**config.mk**
```make
export PLATFORM = sky130hd
export DESIGN_NAME = iotlb_asid
export DESIGN_NICKNAME = d
export VERILOG_FILES = /design/src/rtl/iotlb_pkg.sv /design/src/rtl/iotlb_flush_dec.sv /design/src/rtl/iotlb_entries.sv /design/src/rtl/iotlb_victim.sv /design/src/rtl/iotlb_asid.sv
export SDC_FILE = /design/constraint.sdc
export NUM_CORES = 1
export LEC_CHECK = 0
export BUFFER_PORTS_ARGS = -buffer_cell sky130_fd_sc_hd__buf_2
export CAP_MARGIN = 10
export CORE_ASPECT_RATIO = 0.7
export CORE_MARGIN = 2
export CORE_UTILIZATION = 45
export CTS_BUF_LIST = sky130_fd_sc_hd__clkbuf_16
export CTS_CLUSTER_SIZE = 24
export DETAILED_ROUTE_END_ITERATION = 16
export MAX_ROUTING_LAYER = met4
export PLACE_DENSITY = 0.6
export SLEW_MARGIN = 10
export SYNTH_ARGS = -nofsm -noshare
export SYNTH_HDL_FRONTEND = slang
export SYNTH_SLANG_ARGS = --single-unit
```
**constraint.sdc**
```tcl
create_clock -name clk_i -period 3.8 [get_ports clk_i]
set_input_delay 0.95 -clock clk_i [delete_from_list [all_inputs] [get_ports clk_i]]
set_output_delay 0.95 -clock clk_i [all_outputs]
set_load 0.005 [all_outputs]
```
**src/rtl/iotlb_pkg.sv**
```systemverilog
package iotlb_pkg;
  localparam int ASID_W      = 7;
  localparam int VPN_W       = 20;
  localparam int PFN_W       = 20;
  localparam int PERM_W      = 3;
  localparam int CMD_W       = 32;
  localparam int SEC_LO      = 10;  // page bit holding address bit 22
  localparam int GRP_LO      = 2;   // page bit holding address bit 14
  localparam int CMD_ASID_LO = 24;
  localparam int CMD_ASID_EN = 31;
  localparam int CFG_HUM_BIT = 29;
  localparam int CFG_RR_BIT  = 28;
  localparam int CFG_CNT_W   = 6;

  typedef enum logic [1:0] {
    FL_ALL     = 2'd0,
    FL_RSVD    = 2'd1,
    FL_SECTION = 2'd2,
    FL_GROUP   = 2'd3
  } flush_mode_e;

  typedef struct packed {
    logic                    valid;
    logic                    asid_en;
    logic [ASID_W-1:0]       asid;
    flush_mode_e             mode;
    logic [VPN_W-1:GRP_LO]   vpn_hi;
  } flush_req_t;

  typedef struct packed {
    logic [ASID_W-1:0] asid;
    logic [VPN_W-1:0]  vpn;
    logic [PFN_W-1:0]  pfn;
    logic [PERM_W-1:0] perm;
  } tlb_entry_t;

  function automatic logic flush_hits(flush_req_t r, logic [ASID_W-1:0] asid,
                                      logic [VPN_W-1:GRP_LO] vpn_hi);
    logic addr_ok;
    case (r.mode)
      FL_ALL:     addr_ok = 1'b1;
      FL_SECTION: addr_ok = (vpn_hi[VPN_W-1:SEC_LO] == r.vpn_hi[VPN_W-1:SEC_LO]);
      FL_GROUP:   addr_ok = (vpn_hi == r.vpn_hi);
      default:    addr_ok = 1'b0;
    endcase
    return r.valid && addr_ok && (!r.asid_en || (r.asid == asid));
  endfunction
endpackage

```
**src/rtl/iotlb_flush_dec.sv**
```systemverilog
module iotlb_flush_dec
  import iotlb_pkg::*;
(
  input  logic             flush_we_i,
  input  logic [CMD_W-1:0] cmd_i,
  output flush_req_t       req_o
);
  flush_mode_e mode;
  logic        unused_cmd;

  assign mode       = flush_mode_e'(cmd_i[1:0]);
  assign unused_cmd = ^cmd_i[CMD_ASID_LO-1:VPN_W];

  always_comb begin
    req_o.valid   = flush_we_i && (mode != FL_RSVD);
    req_o.asid_en = cmd_i[CMD_ASID_EN];
    req_o.asid    = cmd_i[CMD_ASID_LO +: ASID_W];
    req_o.mode    = mode;
    // page bits sit at the same positions in the command word
    req_o.vpn_hi  = cmd_i[VPN_W-1:GRP_LO];
  end
endmodule

```
**src/rtl/iotlb_entries.sv**
```systemverilog
module iotlb_entries
  import iotlb_pkg::*;
#(
  parameter int ENTRIES = 8,
  localparam int IDX_W  = $clog2(ENTRIES),
  localparam int CNT_W  = $clog2(ENTRIES + 1)
) (
  input  logic              clk_i,
  input  logic              rst_ni,
  input  logic [CNT_W-1:0]  cnt_i,
  input  logic [CNT_W-1:0]  cnt_next_i,
  input  logic [ASID_W-1:0] lkp_asid_i,
  input  logic [VPN_W-1:0]  lkp_vpn_i,
  output logic              hit_o,
  output logic [PFN_W-1:0]  pfn_o,
  output logic [PERM_W-1:0] perm_o,
  output logic [ENTRIES-1:0] valid_o,
  input  logic              fill_en_i,
  input  logic [IDX_W-1:0]  fill_idx_i,
  input  tlb_entry_t        fill_i,
  input  flush_req_t        flush_i
);
  logic [ENTRIES-1:0] hit_vec;
  tlb_entry_t         ents [ENTRIES];

  for (genvar i = 0; i < ENTRIES; i++) begin : g_line
    tlb_entry_t e_q, e_wr;
    logic       v_q, here, kill;

    assign here = fill_en_i && (fill_idx_i == IDX_W'(i));
    assign e_wr = here ? fill_i : e_q;
    // an invalidation in the same cycle applies to the refilled tag
    assign kill = flush_hits(flush_i, e_wr.asid, e_wr.vpn[VPN_W-1:GRP_LO]);

    always_ff @(posedge clk_i or negedge rst_ni) begin
      if (!rst_ni) begin
        v_q <= 1'b0;
        e_q <= '0;
      end else begin
        v_q <= (v_q || here) && !kill && (CNT_W'(i) < cnt_next_i);
        e_q <= e_wr;
      end
    end

    assign valid_o[i] = v_q;
    assign ents[i]    = e_q;
    assign hit_vec[i] = v_q && (e_q.asid == lkp_asid_i) && (e_q.vpn == lkp_vpn_i);

    p_inactive_invalid_r10: assert property (@(posedge clk_i) disable iff (!rst_ni)
      v_q |-> (CNT_W'(i) < cnt_i));
  end

  always_comb begin
    pfn_o  = '0;
    perm_o = '0;
    for (int k = 0; k < ENTRIES; k++) begin
      if (hit_vec[k]) begin
        pfn_o  = pfn_o | ents[k].pfn;
        perm_o = perm_o | ents[k].perm;
      end
    end
  end
  assign hit_o = |hit_vec;

  p_single_hit_r1: assert property (@(posedge clk_i) disable iff (!rst_ni)
    $onehot0(hit_vec));

  p_flush_all_r4: assert property (@(posedge clk_i) disable iff (!rst_ni)
    (flush_i.valid && flush_i.mode == FL_ALL && !flush_i.asid_en) |=> (valid_o == '0));
endmodule

```
**src/rtl/iotlb_victim.sv**
```systemverilog
module iotlb_victim #(
  parameter int ENTRIES = 8,
  localparam int IDX_W  = $clog2(ENTRIES),
  localparam int CNT_W  = $clog2(ENTRIES + 1)
) (
  input  logic               clk_i,
  input  logic               rst_ni,
  input  logic               rr_en_i,
  input  logic               restart_i,
  input  logic               fill_i,
  input  logic [CNT_W-1:0]   cnt_i,
  input  logic [ENTRIES-1:0] valid_i,
  output logic [IDX_W-1:0]   victim_o
);
  logic [IDX_W-1:0] ptr_q, ptr_eff, first_free;

  assign ptr_eff = (CNT_W'(ptr_q) >= cnt_i) ? '0 : ptr_q;

  always_comb begin
    first_free = '0;
    for (int k = ENTRIES - 1; k >= 0; k--) begin
      if ((CNT_W'(k) < cnt_i) && !valid_i[k]) first_free = IDX_W'(k);
    end
  end

  assign victim_o = rr_en_i ? ptr_eff : first_free;

  always_ff @(posedge clk_i or negedge rst_ni) begin
    if (!rst_ni) begin
      ptr_q <= '0;
    end else if (restart_i) begin
      ptr_q <= '0;
    end else if (fill_i && rr_en_i) begin
      ptr_q <= ((CNT_W'(ptr_eff) + CNT_W'(1)) >= cnt_i) ? '0 : ptr_eff + IDX_W'(1);
    end
  end

  p_victim_active_r11: assert property (@(posedge clk_i) disable iff (!rst_ni)
    fill_i |-> (CNT_W'(victim_o) < cnt_i));
endmodule

```
**src/rtl/iotlb_asid.sv**
```systemverilog
module iotlb_asid
  import iotlb_pkg::*;
#(
  parameter int ENTRIES = 8
) (
  input  logic              clk_i,
  input  logic              rst_ni,
  input  logic              cfg_we_i,
  input  logic [31:0]       cfg_wdata_i,
  input  logic              flush_we_i,
  input  logic [31:0]       flush_cmd_i,
  input  logic              lkp_valid_i,
  output logic              lkp_ready_o,
  input  logic [6:0]        lkp_asid_i,
  input  logic [19:0]       lkp_vpn_i,
  output logic              rsp_valid_o,
  output logic              rsp_hit_o,
  output logic [19:0]       rsp_pfn_o,
  output logic [2:0]        rsp_perm_o,
  output logic              walk_pending_o,
  input  logic              fill_valid_i,
  input  logic [6:0]        fill_asid_i,
  input  logic [19:0]       fill_vpn_i,
  input  logic [19:0]       fill_pfn_i,
  input  logic [2:0]        fill_perm_i
);
  localparam int IDX_W = $clog2(ENTRIES);
  localparam int CNT_W = $clog2(ENTRIES + 1);

  logic                 hum_q, rr_q, pending_q, acc, fill_en, hit;
  logic [CNT_W-1:0]     cnt_q, cnt_wr, cnt_next;
  logic [CFG_CNT_W-1:0] cnt_raw;
  logic [IDX_W-1:0]     victim;
  logic [PFN_W-1:0]     hit_pfn;
  logic [PERM_W-1:0]    hit_perm;
  logic [ENTRIES-1:0]   valid_vec;
  logic                 rsp_valid_q, rsp_hit_q;
  logic [PFN_W-1:0]     rsp_pfn_q;
  logic [PERM_W-1:0]    rsp_perm_q;
  flush_req_t           flush_req;
  tlb_entry_t           fill_ent;
  logic                 unused_cfg;

  assign unused_cfg = ^{cfg_wdata_i[31:CFG_HUM_BIT+1], cfg_wdata_i[CFG_RR_BIT-1:CFG_CNT_W]};
  assign cnt_raw    = cfg_wdata_i[CFG_CNT_W-1:0];
  assign cnt_wr     = (cnt_raw > CFG_CNT_W'(ENTRIES)) ? CNT_W'(ENTRIES) : CNT_W'(cnt_raw);
  assign cnt_next   = cfg_we_i ? cnt_wr : cnt_q;

  always_ff @(posedge clk_i or negedge rst_ni) begin
    if (!rst_ni) begin
      hum_q <= 1'b0;
      rr_q  <= 1'b1;
      cnt_q <= CNT_W'(ENTRIES);
    end else if (cfg_we_i) begin
      hum_q <= cfg_wdata_i[CFG_HUM_BIT];
      rr_q  <= cfg_wdata_i[CFG_RR_BIT];
      cnt_q <= cnt_wr;
    end
  end

  assign lkp_ready_o = !pending_q || hum_q;
  assign acc         = lkp_valid_i && lkp_ready_o;
  assign fill_en     = fill_valid_i && (cnt_q != '0);
  assign fill_ent    = '{asid: fill_asid_i, vpn: fill_vpn_i, pfn: fill_pfn_i, perm: fill_perm_i};

  iotlb_flush_dec u_dec (
    .flush_we_i (flush_we_i),
    .cmd_i      (flush_cmd_i),
    .req_o      (flush_req)
  );

  iotlb_victim #(.ENTRIES(ENTRIES)) u_victim (
    .clk_i     (clk_i),
    .rst_ni    (rst_ni),
    .rr_en_i   (rr_q),
    .restart_i (cfg_we_i),
    .fill_i    (fill_en),
    .cnt_i     (cnt_q),
    .valid_i   (valid_vec),
    .victim_o  (victim)
  );

  iotlb_entries #(.ENTRIES(ENTRIES)) u_ents (
    .clk_i      (clk_i),
    .rst_ni     (rst_ni),
    .cnt_i      (cnt_q),
    .cnt_next_i (cnt_next),
    .lkp_asid_i (lkp_asid_i),
    .lkp_vpn_i  (lkp_vpn_i),
    .hit_o      (hit),
    .pfn_o      (hit_pfn),
    .perm_o     (hit_perm),
    .valid_o    (valid_vec),
    .fill_en_i  (fill_en),
    .fill_idx_i (victim),
    .fill_i     (fill_ent),
    .flush_i    (flush_req)
  );

  always_ff @(posedge clk_i or negedge rst_ni) begin
    if (!rst_ni) begin
      rsp_valid_q <= 1'b0;
      rsp_hit_q   <= 1'b0;
      rsp_pfn_q   <= '0;
      rsp_perm_q  <= '0;
      pending_q   <= 1'b0;
    end else begin
      rsp_valid_q <= acc;
      if (acc) begin
        rsp_hit_q  <= hit;
        rsp_pfn_q  <= hit ? hit_pfn : '0;
        rsp_perm_q <= hit ? hit_perm : '0;
      end
      // a miss under an outstanding refill does not open a second one
      pending_q <= (pending_q && !fill_valid_i) || (acc && !hit && !pending_q);
    end
  end

  assign rsp_valid_o    = rsp_valid_q;
  assign rsp_hit_o      = rsp_hit_q;
  assign rsp_pfn_o      = rsp_pfn_q;
  assign rsp_perm_o     = rsp_perm_q;
  assign walk_pending_o = pending_q;

  p_rsp_after_accept_r1: assert property (@(posedge clk_i) disable iff (!rst_ni)
    (lkp_valid_i && lkp_ready_o) |=> rsp_valid_o);

  p_pending_hold_r2: assert property (@(posedge clk_i) disable iff (!rst_ni)
    (walk_pending_o && !fill_valid_i) |=> walk_pending_o);

  p_fill_clears_r2: assert property (@(posedge clk_i) disable iff (!rst_ni)
    (walk_pending_o && fill_valid_i) |=> !walk_pending_o);
endmodule

```
==> reports/metrics.cfg <==
[status]
status = finished clean

[global_route]
track_usage = 0.334
grt_pass1_vias = 19200
grt_overflow = 0
antenna_found_initial = 3
grt_pass1_wl_um = 130000
grt_max_degree = 96

[worst_setup_path]
cp-end-kind = flip-flop
slowest_delay_ns = 0.41
path_max_fanout = 8
worst_ep_arrival_time_ns = 4.15
r2r-start = u_victim.ptr_q[0]$_DFFE_PN0P_
slowest_stage = or3_4
critPathLaunchType = flip-flop
cp_top_family = compound AO/OA/AOI/OAI gates
cp_common_cell = buf_4
crit_type = flip-flop to flip-flop
worstPathCellList = inv_1, ha_1, nand2b_4, a211oi_2, or3_4, a32o_2, buf_4, nor3_2, buf_4, mux2_2, a2bb2oi_1, o211ai_1, buf_4, a32oi_1, o21ai_1
crit_path_start = u_victim.ptr_q[0]$_DFFE_PN0P_
cp_num_buf_inv = 4
critical_path_required_ns = 4.26

[routing]
drt_pass1_iterations = 5
finalWirelength_um = 88900
num_vias = 19500
ant_nets = 0
drt-initial-drc-count = 2531
drc_errors = 0
viasPerCell = 6.10
routedWlPerCell_um = 27.8

[synthesis]
ys_warn_count = 0
synthCells = 2302
synth_fp_nets = 2457
ys_seq_area_frac = 0.466
ys_seq_elements = 443
synthArstFlopShare = 1.00
synth_enable_flop_cells = 0
yosysUniqueCellTypes = 87
avgSynthCellArea_um2 = 10.3
netlist_area_um2 = 23800
synthFlopType = dfrtp_1

[floorplanning]
die_h_um = 196
chipWidth_um = 279
core_um2 = 52200
io_pins = 174
num_rows = 70
dieArea_um2 = 54700
start_util = 0.456

[timing]
hold_ws_ns = 0.257
rsz0062_at_grt = true
clock_skew_ns = 0.0192
finalCriticalPeriod_ns = 3.69
worstMarginPinSlew_ns = 0.834
finalCritPeriodShare = 0.970
setup_viol_count_final = 0
relSlewSlack = 0.441
final.setup.tns_ns = 0
max_freq_mhz = 271
report.final.slew_viol_count = 0
hold_viol_final = 0

[final_layout]
final_cell_mix = nand2_1, dfrtp_1, xnor2_1
layout_commonest_cell = nand2_1
final_util = 0.527
nNetsFinal = 2627
drive_above_1_share = 0.255
syn2layout_area_growth_pct = 15.8

[clock_network]
cts_tree = built
clock-sinks = 443
clk_pin_slew_ns = 0.06
numCtsBuffers = 47
cts_max_level = 2
cts-root-buf = clkbuf_16
ctsHoldBuffers = 0
clk_path_buf_depth = 3
clk_latency_ns = 0.60

[hold_path]
hold_path.class = input pin to asynchronous set/reset pin

[power]
total_leakage_power_nw = 12.4
power_density_nw_per_um2 = 681
ir_drop_v = 0.000398

[placement]
gp_congestion = 1.01
dp_hpwl_um = 62900
portBuffers = 145

[flow_run]
max_cap_violations = 0

[where the power goes]
part	internal [mW]	switching [mW]	total, mW
Clock	2.46	2.02	4.48
Sequential	6.54	1.66	8.21
Combinational	2.89	3.19	6.07
Total	11.9	6.87	18.8
[synthesized netlist by cell type (30+ instances only)]
cell type | n | area share
a21o_1 | 31 | 0.0098
xor2_1 | 84 | 0.031
xnor2_1 | 278 | 0.10
nand2_1 | 470 | 0.074
nand4_1 | 67 | 0.018
a221oi_1 | 30 | 0.011
a22oi_1 | 49 | 0.015
inv_1 | 40 | 0.0063
mux2_2 | 244 | 0.12
dfrtp_1 | 441 | 0.46
buf_2 | 49 | 0.010
o21ai_0 | 40 | 0.0084
clkbuf_1 | 97 | 0.015
[worst register-to-register path: stages, from the launching register on]
cell and delay (ns):
dfrtp_1 0.37, inv_1 0.07, ha_1 0.27, nand2b_4 0.11, a211oi_2 0.09, or3_4 0.41, a32o_2 0.34, buf_4 0.17
nor3_2 0.32, buf_4 0.25, mux2_2 0.38, a2bb2oi_1 0.16, o211ai_1 0.11, buf_4 0.18, a32oi_1 0.23, o21ai_1 0.10
[worst paths after layout]
kind	to	slack, ns	cells past startpoint
max	u_ents.g_line[0].v_q$_DFF_PN0_	0.11	15
min	u_ents.ents[284]$_DFF_PN0_	0.26	1
max reg2reg	u_ents.g_line[0].v_q$_DFF_PN0_	0.11	15
min reg2reg	rsp_pfn_o[15]$_DFFE_PN0P_	0.47	1
max in group asynchronous	u_ents.ents[272]$_DFFE_PN0N_	2.61	2
min in group clk_i	rsp_pfn_o[15]$_DFFE_PN0P_	0.47	1
[layout make-up]
class,count,area (µm²)
Fill cell,4623,24700
Antenna cell,3,7.51
Timing Repair Buffer,283,2020
Inverter,47,176
Multi-Input combinational cell,1650,11900
Sequential cell,443,11100
Tap cell,684,856
Clock buffer,47,1180
Clock inverter,37,262
[registers in the layout (all words and copies together) (netlist names)]
signal,count
rsp_pfn_o,20
rsp_valid_o,1
hum_q,1
rsp_hit_o,1
rsp_perm_o,3
rr_q,1
u_ents.ents,400
u_ents.g_line.v_q,8
walk_pending_o,1
cnt_q,4
u_victim.ptr_q,3
[logic make-up (layout without fill, tap and decap cells)]
group	after synthesis	in the layout	share of synthesized area
simple gates	686	686	0.131
buf+inv	209	414	0.0369
fa+ha+maj	8	8	0.00421
flops	443	443	0.466
mux	253	253	0.120
compound gates	341	341	0.108
other cells	0	3	0
xor+xnor	362	362	0.133
[through the flow]
stage / setup WS (ns) / area (µm²) / std cells / power, mW
finish: 0.113 / 27500 / 3194 / 18.8
global route: -0.0199 / 27500 / 3194 / 19.6
detailed placement: -0.0128 / 26000 / 3101 / 14.1
global placement: 0.0448 / 26000 / 3101 / 13.8
floorplan: 0.406 / 23800 / 2302 / 11.7
CTS: 0.0654 / 27400 / 3187 / 18.6
[timing repair]
action / CTS / global route
setup endpoints to repair: 1 / 6
pin swaps: 1 / 2
gates resized for setup: 1 / 6
buffers inserted: 2 / 4
gates cloned: 0 / 0
[per-layer routing]
layer  global-route usage  routed length (µm)
met1                0.478               39100
met5                    -                   0
met4               0.0904                2180
met3                0.114               11100
met2                0.447               36500
(Power assumes the default switching activity.)
